File: src/rtl/usb_dma_pkg.sv
package usb_dma_pkg;
   typedef enum logic [1:0] {
      CAUSE_PIN   = 2'd0,
      CAUSE_COUNT = 2'd1,
      CAUSE_SHORT = 2'd2,
      CAUSE_OFF   = 2'd3
   } eot_cause_e;
endpackage

File: src/rtl/dma_pin_levels.sv
module dma_pin_levels (
   input  logic cfg_req_pol,
   input  logic cfg_ack_pol,
   input  logic cfg_eot_pol,
   input  logic ack_pin,
   input  logic eot_pin,
   input  logic req_int,
   output logic ack_int,
   output logic eot_int,
   output logic req_pin
);
   // every pin is normalised to active-high inside the engine
   assign ack_int = (ack_pin == cfg_ack_pol);
   assign eot_int = (eot_pin == cfg_eot_pol);
   assign req_pin = cfg_req_pol ? req_int : ~req_int;
endmodule

File: src/rtl/dma_beat_pacer.sv
module dma_beat_pacer #(
   parameter int ITEMS = 8
) (
   input  logic clk,
   input  logic rst_n,
   input  logic restart,
   input  logic beat,
   input  logic burst_mode,
   output logic gap
);
   logic gap_q;

   generate
      if (ITEMS == 1) begin : g_one
         logic unused_mode;
         assign unused_mode = burst_mode;
         always_ff @(posedge clk) begin
            if (!rst_n || restart) gap_q <= 1'b0;
            else                   gap_q <= beat;
         end
      end else begin : g_many
         localparam int IW = $clog2(ITEMS);
         logic [IW-1:0] n_q;
         logic          last;
         assign last = !burst_mode || (n_q == IW'(ITEMS - 1));
         always_ff @(posedge clk) begin
            if (!rst_n || restart) begin
               gap_q <= 1'b0;
               n_q   <= '0;
            end else begin
               gap_q <= beat && last;
               if (beat) n_q <= last ? '0 : n_q + 1'b1;
            end
         end
      end
   endgenerate

   assign gap = gap_q;
endmodule

File: src/rtl/dma_xfer_ctl.sv
module dma_xfer_ctl
   import usb_dma_pkg::*;
#(
   parameter int CNT_W = 16,
   parameter int STEP  = 2
) (
   input  logic             clk,
   input  logic             rst_n,
   input  logic             cfg_en,
   input  logic [CNT_W-1:0] cfg_count,
   input  logic             cfg_cnt_en,
   input  logic             cfg_short_en,
   input  logic             dir_in,
   input  logic             beat,
   input  logic             eot_hit,
   input  logic             short_hit,
   output logic             run,
   output logic             restart,
   output logic             done,
   output eot_cause_e       cause,
   output logic             irq
);
   localparam logic [CNT_W-1:0] STEP_V = CNT_W'(STEP);

   logic             en_q, active_q, done_q, irq_q;
   logic [CNT_W-1:0] cnt_q;
   eot_cause_e       cause_q, cause_n;
   logic             cnt_end, short_end, term;

   assign restart   = cfg_en && !en_q;
   assign run       = active_q && cfg_en;
   assign cnt_end   = beat && cfg_cnt_en && (cnt_q <= STEP_V);
   assign short_end = beat && cfg_short_en && !dir_in && short_hit;
   assign term      = run && (eot_hit || cnt_end || short_end);

   always_comb begin
      if (eot_hit)      cause_n = CAUSE_PIN;
      else if (cnt_end) cause_n = CAUSE_COUNT;
      else              cause_n = CAUSE_SHORT;
   end

   always_ff @(posedge clk) begin
      if (!rst_n) begin
         en_q     <= 1'b0;
         active_q <= 1'b0;
         done_q   <= 1'b0;
         irq_q    <= 1'b0;
         cnt_q    <= '0;
         cause_q  <= CAUSE_PIN;
      end else begin
         en_q <= cfg_en;
         if (restart) begin
            active_q <= 1'b1;
            done_q   <= 1'b0;
            irq_q    <= 1'b0;
            cnt_q    <= cfg_count;
         end else if (active_q && !cfg_en) begin
            active_q <= 1'b0;
            done_q   <= 1'b1;
            irq_q    <= 1'b0;
            cause_q  <= CAUSE_OFF;
         end else if (term) begin
            active_q <= 1'b0;
            done_q   <= 1'b1;
            irq_q    <= 1'b1;
            cause_q  <= cause_n;
         end else begin
            irq_q <= 1'b0;
            if (run && beat) cnt_q <= (cnt_q >= STEP_V) ? cnt_q - STEP_V : '0;
         end
      end
   end

   assign done  = done_q;
   assign cause = cause_q;
   assign irq   = irq_q;
endmodule

File: src/rtl/usb_ep_dma_engine.sv
module usb_ep_dma_engine
   import usb_dma_pkg::*;
#(
   parameter int BUS_BYTES   = 2,
   parameter int BURST_BYTES = 16,
   parameter int CNT_W       = 16
) (
   input  logic                   clk,
   input  logic                   rst_n,
   input  logic                   cfg_en,
   input  logic                   cfg_dir_in,
   input  logic                   cfg_ack_only,
   input  logic                   cfg_burst,
   input  logic                   cfg_cnt_en,
   input  logic                   cfg_short_en,
   input  logic                   cfg_req_pol,
   input  logic                   cfg_ack_pol,
   input  logic                   cfg_eot_pol,
   input  logic [CNT_W-1:0]       cfg_count,
   output logic                   dma_req,
   input  logic                   dma_ack,
   input  logic                   dma_eot,
   input  logic                   dma_rd_stb,
   input  logic                   dma_wr_stb,
   input  logic [8*BUS_BYTES-1:0] dma_wdata,
   output logic [8*BUS_BYTES-1:0] dma_rdata,
   input  logic                   buf_rd_valid,
   input  logic [8*BUS_BYTES-1:0] buf_rd_data,
   input  logic                   buf_rd_last,
   input  logic                   buf_rd_short,
   output logic                   buf_rd_pop,
   input  logic                   buf_wr_ready,
   output logic [8*BUS_BYTES-1:0] buf_wr_data,
   output logic                   buf_wr_push,
   output logic                   buf_flush,
   output logic                   buf_commit,
   output logic                   xfer_done,
   output logic [1:0]             xfer_cause,
   output logic                   xfer_irq
);
   localparam int ITEMS = BURST_BYTES / BUS_BYTES;
   localparam int DW    = 8 * BUS_BYTES;

   generate
      if (BUS_BYTES != 1 && BUS_BYTES != 2) begin : g_bad_width
         $error("BUS_BYTES must be 1 or 2");
      end
      if (BURST_BYTES > 16 || BURST_BYTES < BUS_BYTES || (BURST_BYTES % BUS_BYTES) != 0) begin : g_bad_burst
         $error("BURST_BYTES must be a multiple of BUS_BYTES, at most 16");
      end
      if (CNT_W < 2) begin : g_bad_cnt
         $error("CNT_W too small");
      end
   endgenerate

   logic       ack_i, eot_i, req_i, strobe, avail, beat, gap, run, restart;
   eot_cause_e cause;

   dma_pin_levels u_pins (
      .cfg_req_pol (cfg_req_pol),
      .cfg_ack_pol (cfg_ack_pol),
      .cfg_eot_pol (cfg_eot_pol),
      .ack_pin     (dma_ack),
      .eot_pin     (dma_eot),
      .req_int     (req_i),
      .ack_int     (ack_i),
      .eot_int     (eot_i),
      .req_pin     (dma_req)
   );

   // beat qualification: acknowledge alone, or acknowledge plus direction strobe
   assign strobe = cfg_ack_only ? ack_i
                                : ack_i && (cfg_dir_in ? dma_wr_stb : dma_rd_stb);
   assign avail  = cfg_dir_in ? buf_wr_ready : buf_rd_valid;
   assign beat   = run && strobe && avail;
   assign req_i  = run && avail && !gap;

   dma_beat_pacer #(.ITEMS(ITEMS)) u_pacer (
      .clk        (clk),
      .rst_n      (rst_n),
      .restart    (restart),
      .beat       (beat),
      .burst_mode (cfg_burst),
      .gap        (gap)
   );

   dma_xfer_ctl #(.CNT_W(CNT_W), .STEP(BUS_BYTES)) u_ctl (
      .clk          (clk),
      .rst_n        (rst_n),
      .cfg_en       (cfg_en),
      .cfg_count    (cfg_count),
      .cfg_cnt_en   (cfg_cnt_en),
      .cfg_short_en (cfg_short_en),
      .dir_in       (cfg_dir_in),
      .beat         (beat),
      .eot_hit      (eot_i),
      .short_hit    (buf_rd_last && buf_rd_short),
      .run          (run),
      .restart      (restart),
      .done         (xfer_done),
      .cause        (cause),
      .irq          (xfer_irq)
   );

   assign buf_rd_pop  = beat && !cfg_dir_in;
   assign buf_wr_push = beat && cfg_dir_in;
   assign dma_rdata   = buf_rd_pop ? buf_rd_data : DW'(0);
   assign buf_wr_data = dma_wdata;
   assign buf_flush   = run && eot_i && !cfg_dir_in;
   assign buf_commit  = run && eot_i && cfg_dir_in;
   assign xfer_cause  = cause;
endmodule

File: config.mk
export PLATFORM = sky130hd
export DESIGN_NAME = usb_ep_dma_engine
export DESIGN_NICKNAME = d
export VERILOG_FILES = /design/src/rtl/usb_dma_pkg.sv /design/src/rtl/dma_pin_levels.sv /design/src/rtl/dma_beat_pacer.sv /design/src/rtl/dma_xfer_ctl.sv /design/src/rtl/usb_ep_dma_engine.sv
export SDC_FILE = /design/constraint.sdc
export NUM_CORES = 1
export LEC_CHECK = 0
export ABC_AREA = 1
export CORE_MARGIN = 2
export CORE_UTILIZATION = 50
export CTS_CLUSTER_DIAMETER = 30
export CTS_CLUSTER_SIZE = 20
export DETAILED_ROUTE_END_ITERATION = 10
export DONT_BUFFER_PORTS = 1
export SETUP_SLACK_MARGIN = 0.3
export SLEW_MARGIN = 5
export SYNTH_ARGS = -nofsm -noshare
export SYNTH_HDL_FRONTEND = slang
export SYNTH_SLANG_ARGS = --single-unit
File: constraint.sdc
create_clock -name clk -period 2.1 [get_ports clk]
set_input_delay 0.21 -clock clk [delete_from_list [all_inputs] [get_ports clk]]
set_output_delay 0.21 -clock clk [all_outputs]
set_load 0.02 [all_outputs]
==> key figures, run 1 <==
STA
  – Normalized max-slew margin: 58.35%
  – Slew Viols, Final: 0
  – Worst setup slack after layout: 354.5 ps
  – Setup TNS Final: 0 ps
  – Achievable frequency: 572.9 MHz
  – Final Hold Fails: 0
  – Crit share post-route: 83.12%
  – Unrepaired setup endpoints after global routing: true
  – Period minus WS final: 1746 ps
  – Endpoints failing setup: 0
  – Pin slew with the least headroom to its limit: 623.2 ps
  – Worst clock skew: 3.503 ps

Cells and area
  – Post-layout util: 59.58%
  – Antenna cell count: 0
  – Final Cell Area: 2366 um^2
  – Fraction of layout instances using a drive strength above 1: 26.19%
  – Count of nets after finishing: 407
  – Relative area change from synthesis to final layout: 15.73%
  – Post-route non-filler standard cell count: 386

GRT
  – Overall global routing resource usage: 22.74%
  – Met3 Use GR: 3.289%
  – Vias in the first global route: 1780
  – Initial antenna violation count: 0
  – Global route total overflow: 0
  – Maximum number of pins on one net before global-route repair: 22
  – First-pass GRT wire length: 7.983 mm
  – Global routing's busiest layer: met2
  – GR Util met2: 40.90%
  – Met1 layer usage reported by global route: 28.14%

Critical path
  – Critical setup path kind: flip-flop to flip-flop
  – Highest fanout seen on the critical path: 10
  – Signal arrival time at the worst endpoint: 1930 ps
  – Required time of the critical path: 2280 ps
  – Crit end category: flip-flop
  – Worst path max stage delay: 330 ps
  – Top delay family on crit path: simple AND/OR/NAND/NOR gates
  – Buffer and inverter count on the worst path: 1
  – Category of the worst setup path launch point: flip-flop
  – Slowest cell on crit path: sky130_fd_sc_hd__dfxtp_1
  – Cell-by-cell trace of the critical path: nor2_2 > nand2_2 > nor2_4 > nand2_2 > nand2_2 > nand3_4 > nand3_4 > nand3_4 > nand3_2 > nand2_1 > inv_2 > nor2_1

Logic synthesis
  – Largest area contributor in the netlist: sky130_fd_sc_hd__dfxtp_1
  – Number of synthesized register bits: 26
  – Yosys top cell area share: 25.46%
  – Post-synthesis instance area: 2044 um^2
  – Total of warnings raised by yosys: 0
  – Top post-synthesis cells by area: sky130_fd_sc_hd__dfxtp_1 25%, sky130_fd_sc_hd__nand2_1 16%, sky130_fd_sc_hd__nor2_1 12%
  – Synthesized instance count: 341
  – Share of the yosys chip area belonging to registers: 25.46%
  – Number of library cell types mapped by synthesis: 30
  – Net count after synthesis: 411
  – Synthesized area divided by synthesized cell count: 5.995 um^2

Clock tree
  – Root Buffer: sky130_fd_sc_hd__clkbuf_8
  – Hold-fix buffers, CTS: 0
  – Clk pin slew, worst setup/hold paths: 100 ps
  – Total CTS buffers: 3
  – TritonCTS clock tree: built
  – Clock net sink count: 26
  – Clk_lat worst skew: 270 ps
  – H-tree depth reported by CTS: 1
  – Max Root-Sink Buffers: 2

Place
  – Total of buffers placed on input and output ports: 0
  – Placed cell count: 372
  – Standard cell area after detailed placement: 1977 um^2
  – Post-Place Worst Slack: 229.7 ps
  – Post-detailed-placement half-perimeter wirelength: 3.543 mm
  – GPL Wtd Cong: 0.8437

Power
  – Leak: 1.191 nW
  – Comb pwr share: 34.2%
  – Total net switching power: 502.2 uW
  – Total power divided by cell area: 587.5 nW/um^2
  – Fraction of power consumed by sequential logic: 41.3%
  – Peak ir drop on the vdd network: 0.0003838 V
  – Share of power burned in the clock network: 24.4%
  – Total internal power: 887.9 uW
  – Switch share: 36.13%

Routing
  – Routed length per instance: 13.76 um
  – DR vias: 1992
  – Antenna violation net count after detailed routing: 0
  – Initial detailed-routing violation count: 49
  – DRT Pass-1 Iters: 4
  – Detailed Route WL: 5.313 mm
  – DRC violation count after routing: 0
  – Ratio of routed vias to standard cells: 5.161

Job
  – Maxcap violations: 0

Die
  – Site Rows: 23
  – Starting utilization of the core area: 51.48%
  – Die X-Extent: 67.95 um
  – Number of primary I/O pins: 108
  – Die area: 4617 um^2
  – Die height: 67.95 um
  – Core area: 3971 um^2

Status
  – Status: finished, final reports clean

Hold path
  – Class of the worst hold path: input port to flip-flop
==> flip-flops by register name, summed over array words and instances, names as in the netlist <==
| signal | cells |
|---|---|
| u_pacer.g_many.n_q | 3 |
| u_ctl.done | 1 |
| u_ctl.irq | 1 |
| u_ctl.active_q | 1 |
| u_pacer.gap | 1 |
| u_ctl.cnt_q | 16 |
| u_ctl.en_q | 1 |
| u_ctl.cause | 2 |
==> per-stage QoR <==
stage          hold slack [ps]  power (mW)
3_3_place_gp             308.3      0.9741
3_5_place_dp             315.3      0.9720
5_1_grt                  35.30       1.471
2_1_floorplan            303.5      0.9473
6_report                 22.89       1.390
4_1_cts                  20.79       1.326
==> kinds of logic after synthesis <==
logic type / count (synthesis) / synth area share [%]
fa+ha+maj: 3 / 1.836
buf+inv: 85 / 19.71
flops: 26 / 25.46
simple gates: 191 / 41.00
compound gates: 25 / 7.283
xor+xnor: 11 / 4.713
==> Yosys cell counts, drive strengths merged <==
| master | number |
|---|---|
| a21boi | 3 |
| a21oi | 6 |
| a22oi | 4 |
| and3 | 1 |
| buf | 21 |
| clkbuf | 4 |
| dfxtp | 26 |
| ha | 3 |
| inv | 60 |
| nand2 | 88 |
| nand3 | 17 |
| nand4 | 11 |
| nor2 | 72 |
| nor3 | 2 |
| o21ai | 11 |
| o31ai | 1 |
| xnor2 | 3 |
| xor2 | 8 |
==> power groups by stage <==
| stage | registers, mW | logic, mW | clock network [mW] |
|---|---|---|---|
| final | 0.575 | 0.476 | 0.339 |
| after global routing | 0.579 | 0.535 | 0.357 |
| after CTS | 0.564 | 0.413 | 0.348 |
| after detailed placement | 0.575 | 0.397 | 0 |
| after global placement | 0.576 | 0.399 | 0 |
| after floorplan | 0.568 | 0.379 | 0 |
==> worst paths after layout <==
| kind | start | end | slack [ps] | cells after the start |
|---|---|---|---|---|
| worst max-delay path | u_ctl.cnt_q[2] | u_ctl.cnt_q[15] | 350 | 12 |
| worst min-delay path | cfg_en | u_ctl.en_q | 20 | 2 |
| worst max register to register | u_ctl.cnt_q[2] | u_ctl.cnt_q[15] | 350 | 12 |
| worst min register to register | u_ctl.cnt_q[0] | u_ctl.cnt_q[0] | 470 | 2 |
==> timing repair <==
item                                    4_1_cts  5_1_grt
cloned                                        0        2
gates resized for setup                      37       31
setup buffers                                 2        6
pin swaps                                     3       12
endpoints found under the setup margin       31       34
==> cell type report <==
class	instances	area, um^2
inverters	60	232.7
flip-flops and latches	26	535.5
well taps	50	62.56
fillers	384	1605
repair buffers	15	137.6
multi-input cells	231	1343
clock buffers	4	55.05
==> metal layers <==
metal,share of wire [%],vias to the layer above
met5,0,-
met4,0.85,0
met3,5.4,6
met2,50,60
met1,44,907
li1,-,1019
==> cell usage in the layout, fill, tap and decap left out, types with 5 or more instances in the layout <==
cell type                 synthesis  final
sky130_fd_sc_hd__a21oi_1          5      5
sky130_fd_sc_hd__buf_4           16     13
sky130_fd_sc_hd__dfxtp_1         26     18
sky130_fd_sc_hd__dfxtp_2          0      6
sky130_fd_sc_hd__inv_1           45     45
sky130_fd_sc_hd__inv_2           15     14
sky130_fd_sc_hd__nand2_1         85     81
sky130_fd_sc_hd__nand2_2          3      7
sky130_fd_sc_hd__nand3_1         11     10
sky130_fd_sc_hd__nand4_1         11     11
sky130_fd_sc_hd__nor2_1          67     44
sky130_fd_sc_hd__nor2_2           3      6
sky130_fd_sc_hd__nor2_4           2     22
sky130_fd_sc_hd__o21ai_0         10     10
sky130_fd_sc_hd__xor2_1           8      8
Power figures use the tool's default switching activity.
==> run 2: changes to the inputs <==
Clock period 2.1 ns to 1.7 ns, I/O delays scaled along.
==> run 2 against run 1 <==
Sequential share of layout area decreased by 2.6 points. Clock-buffer cell count down 1. First-iteration DRC count grew 82%. Critical path depth down 4. Worst hold slack got worse by 20 ps. Largest power group unchanged.
==> key figures, run 2 (same netlist as run 1, synthesis figures left out) <==
Status
  – Status: finished, final reports clean (unchanged)

Critical path
  – Worst reg-to-reg setup slack: 9 ps (was 350 ps)
  – Worst path max stage delay: 340 ps (was 330 ps)
  – Crit end category: output pin (was flip-flop)
  – Timing endpoint of the critical path: dma_rdata[7] (was u_ctl.cnt_q[15])
  – Critical path startpoint: u_ctl.active_q (was u_ctl.cnt_q[2])
  – Top delay family on crit path: simple AND/OR/NAND/NOR gates (unchanged)
  – Critical setup path kind: flip-flop to output pin (was flip-flop to flip-flop)
  – Cell-by-cell trace of the critical path: nand2_2 > inv_2 > nand3_2 > nor2_4 > inv_4 > nor2_4 > inv_4 > nor2_4 (was nor2_2 > nand2_2 > nor2_4 > nand2_2 > nand2_2 > nand3_4 > nand3_4 > nand3_4 > nand3_2 > nand2_1 > inv_2 > nor2_1)
  – Buffer and inverter count on the worst path: 3 (was 1)
  – Depth of the worst register-to-register path: 12 (unchanged)
  – Required time of the critical path: 1530 ps (was 2280 ps)
  – Worst R2R Start: u_ctl.cnt_q[4] (was u_ctl.cnt_q[2])
  – Signal arrival time at the worst endpoint: 1520 ps (was 1930 ps)
  – Category of the worst setup path launch point: flip-flop (unchanged)
  – Most repeated library cell on the critical path: sky130_fd_sc_hd__nor2_4
  – CP Depth: 8 (was 12)
  – Critical R2R Capture: u_ctl.cnt_q[10] (was u_ctl.cnt_q[15])
  – Slowest cell on crit path: sky130_fd_sc_hd__dfxtp_2 (was sky130_fd_sc_hd__dfxtp_1)
  – Highest fanout seen on the critical path: 8 (was 10)

Power
  – Fraction of power consumed by sequential logic: 36.5% (was 41.3%)
  – Leak: 1.326 nW (was 1.191 nW)
  – Share of power burned in the clock network: 27.0% (was 24.4%)
  – Total internal power: 1.263 mW (was 887.9 uW)
  – Peak ir drop on the vdd network: 0.0004929 V (was 0.0003838 V)
  – Comb pwr share: 36.5% (was 34.2%)
  – Switch share: 35.12% (was 36.13%)
  – Total net switching power: 683.9 uW (was 502.2 uW)
  – Total power divided by cell area: 713.3 nW/um^2 (was 587.5 nW/um^2)

Cells and area
  – Filler cell count in the final layout: 358 (was 384)
  – Count of nets after finishing: 432 (was 407)
  – Post-layout util: 68.75% (was 59.58%)
  – Post-route non-filler standard cell count: 411 (was 386)
  – Commonest cells after routing, fill and taps aside: 66 x sky130_fd_sc_hd__nand2_1, 44 x sky130_fd_sc_hd__inv_1, 36 x sky130_fd_sc_hd__nor2_1, 28 x sky130_fd_sc_hd__nor2_4, 25 x sky130_fd_sc_hd__buf_4 (was 81 x sky130_fd_sc_hd__nand2_1, 45 x sky130_fd_sc_hd__inv_1, 44 x sky130_fd_sc_hd__nor2_1, 22 x sky130_fd_sc_hd__nor2_4, 18 x sky130_fd_sc_hd__dfxtp_1)
  – Biggest register: u_ctl.cnt_q (unchanged)
  – Footprint of the multi-input gates: 1488 um^2 (was 1343 um^2)
  – Final Cell Area: 2730 um^2 (was 2366 um^2)
  – Commonest non-fill, non-tap cell in the layout: sky130_fd_sc_hd__nand2_1 (unchanged)
  – Flip-flop count of the largest register, all copies and words added: 16 (unchanged)
  – Antenna cell count: 0 (unchanged)
  – Relative area change from synthesis to final layout: 33.54% (was 15.73%)
  – Storage element area: 546.8 um^2 (was 535.5 um^2)
  – Fraction of layout instances using a drive strength above 1: 38.78% (was 26.19%)

Clock tree
  – Clk_lat worst skew: 280 ps (was 270 ps)
  – Total CTS buffers: 3 (unchanged)
  – Max Root-Sink Buffers: 2 (unchanged)
  – H-tree depth reported by CTS: 1 (unchanged)
  – Clk pin slew, worst setup/hold paths: 100 ps (about the same)
  – TritonCTS clock tree: built (unchanged)
  – Clock net sink count: 26 (unchanged)
  – Root Buffer: sky130_fd_sc_hd__clkbuf_8 (unchanged)

GRT
  – Overall global routing resource usage: 23.76% (was 22.74%)
  – Maximum number of pins on one net before global-route repair: 16 (was 22)
  – Initial antenna violation count: 0 (unchanged)
  – Vias in the first global route: 1821 (was 1780)
  – First-pass GRT wire length: 8.197 mm (was 7.983 mm)
  – Global route total overflow: 0 (unchanged)

STA
  – Final Hold Fails: 0 (unchanged)
  – Pin slew with the least headroom to its limit: 478.7 ps (was 623.2 ps)
  – Slew Viols, Final: 0 (unchanged)
  – Unrepaired setup endpoints after global routing: true (unchanged)
  – Endpoints failing setup: 0 (unchanged)
  – Worst setup slack after layout: 8.827 ps (was 354.5 ps)
  – Period minus WS final: 1691 ps
  – Crit share post-route: 99.48%
  – Minimum hold slack: 3.151 ps (was 22.89 ps)
  – Achievable frequency: 591.3 MHz
  – Normalized max-slew margin: 68.01% (was 58.35%)
  – Worst clock skew: 4.529 ps (was 3.503 ps)

Hold path
  – Class of the worst hold path: input port to flip-flop (unchanged)
  – Number of instances on the worst hold path: 2 (unchanged)

Place
  – Total of buffers placed on input and output ports: 0 (unchanged)
  – Standard cell area after detailed placement: 2231 um^2 (was 1977 um^2)
  – Post-Place Worst Slack: -4.124 ps (was 229.7 ps)
  – Post-detailed-placement half-perimeter wirelength: 3.852 mm (was 3.543 mm)
  – Placed cell count: 389 (was 372)
  – GPL Wtd Cong: 0.8696 (was 0.8437)

Routing
  – DRC violation count after routing: 0 (unchanged)
  – DR vias: 2141 (was 1992)
  – Initial detailed-routing violation count: 89 (was 49)
  – DRT Pass-1 Iters: 4 (unchanged)
  – Detailed Route WL: 5.993 mm (was 5.313 mm)
  – Ratio of routed vias to standard cells: 5.209 (was 5.161)
  – Antenna violation net count after detailed routing: 0 (unchanged)
  – Routed length per instance: 14.58 um (was 13.76 um)

Die
  – Number of primary I/O pins: 108 (unchanged)
  – Site Rows: 23 (unchanged)
  – Die height: 67.95 um (unchanged)
  – Die X-Extent: 67.95 um (unchanged)
  – Starting utilization of the core area: 51.48% (unchanged)
  – Core area: 3971 um^2 (unchanged)
  – Die area: 4617 um^2 (unchanged)

Job
  – Maxcap violations: 0 (unchanged)
-- run 2: cell count changes in the layout (fill, tap and decap cells not counted), sizes merged --
cell         previous run  this run
nand3                  18        20
inv                    60        61
buf                    14        33
dlygate4sd3             0         4
bufinv                  0         1
clkbuf                  5         3
-- run 2: worst min-delay path by stage --
stage	from	end	slack (ps)
after floorplan	cfg_en	u_ctl.en_q	260
after global placement	cfg_en	u_ctl.en_q	270
after detailed placement	cfg_en	u_ctl.en_q	270
after CTS	rst_n	u_ctl.cnt_q[8]	0.5
after global routing	rst_n	u_ctl.cnt_q[7]	0.3
final	rst_n	u_ctl.cnt_q[8]	3
-- run 2: power by group through the flow --
stage          combinational, mW  clock [mW]  sequential (mW)
2_1_floorplan              0.500           0            0.705
3_3_place_gp               0.565           0            0.708
3_5_place_dp               0.569           0            0.709
4_1_cts                    0.622       0.536            0.701
5_1_grt                    0.792       0.557            0.716
6_report                   0.710       0.526            0.710
-- run 2: stage by stage --
| stage | TNS, ps | power, mW |
|---|---|---|
| floorplan | 0 | 1.206 |
| global placement | 0 | 1.273 |
| detailed placement | -4.124 | 1.278 |
| CTS | -125.4 | 1.859 |
| global route | -2536 | 2.065 |
| finish | 0 | 1.947 |
-- run 2: what timing repair did --
action,4_1_cts,5_1_grt
hold buffers,3,1
resized for setup,33,48
pin swaps,10,19
endpoints found under the setup margin,41,42
gates cloned,3,1
endpoints found under the hold margin,9,2
buffers inserted,6,4
-- run 2: area by class of cell --
cell class	count	area share, %
Clock buffer	3	1.512
Multi-Input combinational cell	233	54.49
Tap cell	50	2.291
Clock inverter	1	1.100
Sequential cell	26	20.03
Timing Repair inverter	1	0.2291
Inverter	60	8.708
Timing Repair Buffer	37	11.64
-- run 2: metal layers --
metal | share of wire, % | GRT usage, %
met1 | 39 | 27.91
met2 | 51 | 43.08
met3 | 8.6 | 3.454
met4 | 1.6 | 9.250
met5 | 0 | 0
==> run 3: changes to the inputs <==
--- a/config.mk
+++ b/config.mk
@@ -13,4 +13,5 @@
 export DETAILED_ROUTE_END_ITERATION = 10
 export DONT_BUFFER_PORTS = 1
+export REMOVE_ABC_BUFFERS = 1
 export SETUP_SLACK_MARGIN = 0.3
 export SLEW_MARGIN = 5
==> constraint.sdc (replaced) <==
create_clock -name clk -period 1.7 [get_ports clk]
set_input_delay 0.17 -clock clk [delete_from_list [all_inputs] [get_ports clk]]
set_output_delay 0.17 -clock clk [all_outputs]
set_load 0.1 [all_outputs]
==> run 3 against run 2 <==
Non-clock buffer count is 37 higher. Largest cell class unchanged. The run now ends with hold timing, setup timing left. Global-route usage rose by 5.9 points. Critical endpoint is now u_ctl.cause[1]. Highest routed layer unchanged. Worst setup slack got worse by 190 ps. Clock-buffer cell count unchanged. Critical path depth rose by 6. Die area did not move. First-iteration DRC count grew to 2.6 times the previous value. Cell area is 22% higher. Utilization increased by 15 points. Combinational power is 40% higher. Largest power group is now combinational cells.
==> key figures, run 3 (same netlist as run 1, synthesis figures left out) <==
GRT
  – First-pass GRT wire length: 10.29 mm (was 8.197 mm)
  – Maximum number of pins on one net before global-route repair: 19 (was 16)
  – Initial antenna violation count: 0 (unchanged)
  – Global route total overflow: 0 (unchanged)
  – Overall global routing resource usage: 29.68% (was 23.76%)
  – Vias in the first global route: 2188 (was 1821)

STA
  – Crit share post-route: 110.5% (was 99.48%)
  – Normalized max-slew margin: 72.61% (was 68.01%)
  – Unrepaired setup endpoints after global routing: true (unchanged)
  – Endpoints failing setup: 30 (was 0)
  – Pin slew with the least headroom to its limit: 408.0 ps (was 478.7 ps)
  – Slew Viols, Final: 0 (unchanged)
  – Final Hold Fails: 6 (was 0)
  – Worst setup slack after layout: -178.8 ps (was 8.827 ps)
  – Worst clock skew: 6.078 ps (was 4.529 ps)
  – Minimum hold slack: -30.23 ps (was 3.151 ps)
  – Achievable frequency: 532.3 MHz (was 591.3 MHz)
  – Period minus WS final: 1879 ps (was 1691 ps)

Routing
  – DRT Pass-1 Iters: 5 (was 4)
  – Routed length per instance: 17.49 um (was 14.58 um)
  – DRC violation count after routing: 0 (unchanged)
  – DR vias: 2480 (was 2141)
  – Antenna violation net count after detailed routing: 0 (unchanged)
  – Detailed Route WL: 7.765 mm (was 5.993 mm)
  – Highest metal layer with signal wires: met4 (unchanged)
  – Length of routed met3 wiring: 812 um (was 515 um)
  – Sum of routed wire segments on met1: 2.814 mm (was 2.308 mm)
  – Metal2 WL: 3.855 mm (was 3.071 mm)
  – Initial detailed-routing violation count: 228 (was 89)
  – Ratio of routed vias to standard cells: 5.586 (was 5.209)

Critical path
  – Highest fanout seen on the critical path: 6 (was 8)
  – Worst path max stage delay: 350 ps (was 340 ps)
  – Category of the worst setup path launch point: flip-flop (unchanged)
  – Worst reg-to-reg setup slack: -180 ps (was 9 ps)
  – Crit end category: flip-flop (was output pin)
  – Buffer and inverter count on the worst path: 4 (was 3)
  – Most repeated library cell on the critical path: sky130_fd_sc_hd__nand3_4 (was sky130_fd_sc_hd__nor2_4)
  – Signal arrival time at the worst endpoint: 2060 ps (was 1520 ps)
  – Top delay family on crit path: simple AND/OR/NAND/NOR gates (unchanged)
  – Required time of the critical path: 1880 ps (was 1530 ps)
  – Cell-by-cell trace of the critical path: nor2_4 > nand2_4 > nor2_4 > nand2_2 > nand2_2 > nand3_4 > nand3_4 > nand3_4 > buf_4 > buf_4 > inv_1 > nand3_1 > nand3_1 > inv_1 (was nand2_2 > inv_2 > nand3_2 > nor2_4 > inv_4 > nor2_4 > inv_4 > nor2_4)
  – Critical setup path kind: flip-flop to flip-flop (was flip-flop to output pin)
  – Slowest cell on crit path: sky130_fd_sc_hd__dfxtp_2 (unchanged)

Clock tree
  – Max Root-Sink Buffers: 2 (unchanged)
  – Clk_lat worst skew: 280 ps (about the same)
  – Root Buffer: sky130_fd_sc_hd__clkbuf_8 (unchanged)
  – Total CTS buffers: 3 (unchanged)
  – H-tree depth reported by CTS: 1 (unchanged)
  – Clock net sink count: 26 (unchanged)
  – TritonCTS clock tree: built (unchanged)
  – Hold-fix buffers, CTS: 3 (unchanged)
  – Clk pin slew, worst setup/hold paths: 100 ps (about the same)

Place
  – Post-detailed-placement half-perimeter wirelength: 4.368 mm (was 3.852 mm)
  – Total of buffers placed on input and output ports: 0 (unchanged)
  – Standard cell area after detailed placement: 2557 um^2 (was 2231 um^2)
  – GPL Wtd Cong: 0.8077 (was 0.8696)
  – Post-Place Worst Slack: -71.27 ps (was -4.124 ps)

Cells and area
  – Flip-flop count of the largest register, all copies and words added: 16 (unchanged)
  – Footprint of the multi-input gates: 1501 um^2 (was 1488 um^2)
  – Fraction of layout instances using a drive strength above 1: 46.45% (was 38.78%)
  – Count of nets after finishing: 465 (was 432)
  – Final Cell Area: 3339 um^2 (was 2730 um^2)
  – Commonest cells after routing, fill and taps aside: 57 x sky130_fd_sc_hd__nand2_1, 45 x sky130_fd_sc_hd__inv_1, 37 x sky130_fd_sc_hd__buf_4, 32 x sky130_fd_sc_hd__nor2_1, 22 x sky130_fd_sc_hd__buf_12 (was 66 x sky130_fd_sc_hd__nand2_1, 44 x sky130_fd_sc_hd__inv_1, 36 x sky130_fd_sc_hd__nor2_1, 28 x sky130_fd_sc_hd__nor2_4, 25 x sky130_fd_sc_hd__buf_4)
  – Post-layout util: 84.09% (was 68.75%)
  – Relative area change from synthesis to final layout: 63.34% (was 33.54%)
  – Antenna cell count: 0 (unchanged)
  – Biggest register: u_ctl.cnt_q (unchanged)
  – Commonest non-fill, non-tap cell in the layout: sky130_fd_sc_hd__nand2_1 (unchanged)
  – Storage element area: 534.3 um^2 (was 546.8 um^2)
  – Filler cell count in the final layout: 209 (was 358)

Die
  – Site Rows: 23 (unchanged)
  – Number of primary I/O pins: 108 (unchanged)
  – Core area: 3971 um^2 (unchanged)
  – Die X-Extent: 67.95 um (unchanged)
  – Die height: 67.95 um (unchanged)
  – Starting utilization of the core area: 51.48% (unchanged)
  – Die area: 4617 um^2 (unchanged)

Power
  – Total power divided by cell area: 669.3 nW/um^2 (was 713.3 nW/um^2)
  – Fraction of power consumed by sequential logic: 31.7% (was 36.5%)
  – Peak ir drop on the vdd network: 0.0006303 V (was 0.0004929 V)
  – Share of power burned in the clock network: 23.8% (was 27.0%)
  – Total internal power: 1.398 mW (was 1.263 mW)
  – Comb pwr share: 44.5% (was 36.5%)
  – Switch share: 37.48% (was 35.12%)
  – Post-layout power: 2.235 mW (was 1.947 mW)
  – Leak: 1.625 nW (was 1.326 nW)
  – Total net switching power: 837.7 uW (was 683.9 uW)

Status
  – Status: finished with violations (was finished, final reports clean)
  – Violations in the final reports: hold timing, setup timing

Job
  – Maxcap violations: 0 (unchanged)

Hold path
  – Class of the worst hold path: input port to flip-flop (unchanged)
-- run 3: layer usage --
layer / GRT usage (%) / up-vias
met5: 10.00 / -
met4: 10.25 / 0
met3: 8.059 / 32
met2: 47.94 / 181
met1: 37.15 / 1139
li1: - / 1128
-- run 3: timing repair --
item / in CTS / in global routing
gates cloned: 3 / 0
hold endpoints to repair: 2 / 2
setup buffers: 10 / 12
pin swaps: 11 / 31
gates resized for setup: 46 / 78
setup endpoints to repair: 40 / 42
-- run 3: power groups by stage --
stage | combinational [mW] | sequential (mW) | clock, mW
CTS | 0.782 | 0.689 | 0.529
floorplan | 0.423 | 0.721 | 0
finish | 0.995 | 0.708 | 0.533
global placement | 0.630 | 0.695 | 0
global route | 1.07 | 0.711 | 0.570
detailed placement | 0.637 | 0.696 | 0
-- run 3: worst paths after layout --
| kind | endpoint | depth (start not counted) | startpoint |
|---|---|---|---|
| max | u_ctl.cause[1] | 14 | u_ctl.cnt_q[5] |
| min reg2reg | u_ctl.cause[0] | 2 | u_ctl.cause[0] |
| max reg2reg | u_ctl.cause[1] | 14 | u_ctl.cnt_q[5] |
| min | u_ctl.cnt_q[5] | 2 | rst_n |
-- run 3: metrics by stage --
stage	hold WS, ps	std cells	setup TNS (ps)
finish	-30.23	444	-2485
global route	-39.31	444	-4861
CTS	0.4438	432	-1505
detailed placement	275.3	412	-71.27
global placement	264.5	412	-39.31
floorplan	263.5	316	-39390
-- run 3: worst reg2reg max path, stage by stage, from the launching register on --
cell                      delay, ps
sky130_fd_sc_hd__dfxtp_2        350
sky130_fd_sc_hd__nor2_4         150
sky130_fd_sc_hd__nand2_4         90
sky130_fd_sc_hd__nor2_4         130
sky130_fd_sc_hd__nand2_2         80
sky130_fd_sc_hd__nand2_2         90
sky130_fd_sc_hd__nand3_4         80
sky130_fd_sc_hd__nand3_4         80
sky130_fd_sc_hd__nand3_4         90
sky130_fd_sc_hd__buf_4          140
sky130_fd_sc_hd__buf_4          150
sky130_fd_sc_hd__inv_1           70
sky130_fd_sc_hd__nand3_1         90
sky130_fd_sc_hd__nand3_1        120
sky130_fd_sc_hd__inv_1           50
-- run 3: layout make-up --
class,count,area share [%]
Clock buffer,3,1.236
Clock inverter,1,0.8992
Inverter,60,7.119
Multi-Input combinational cell,230,44.96
Sequential cell,26,16.00
Tap cell,50,1.873
Timing Repair Buffer,74,27.91
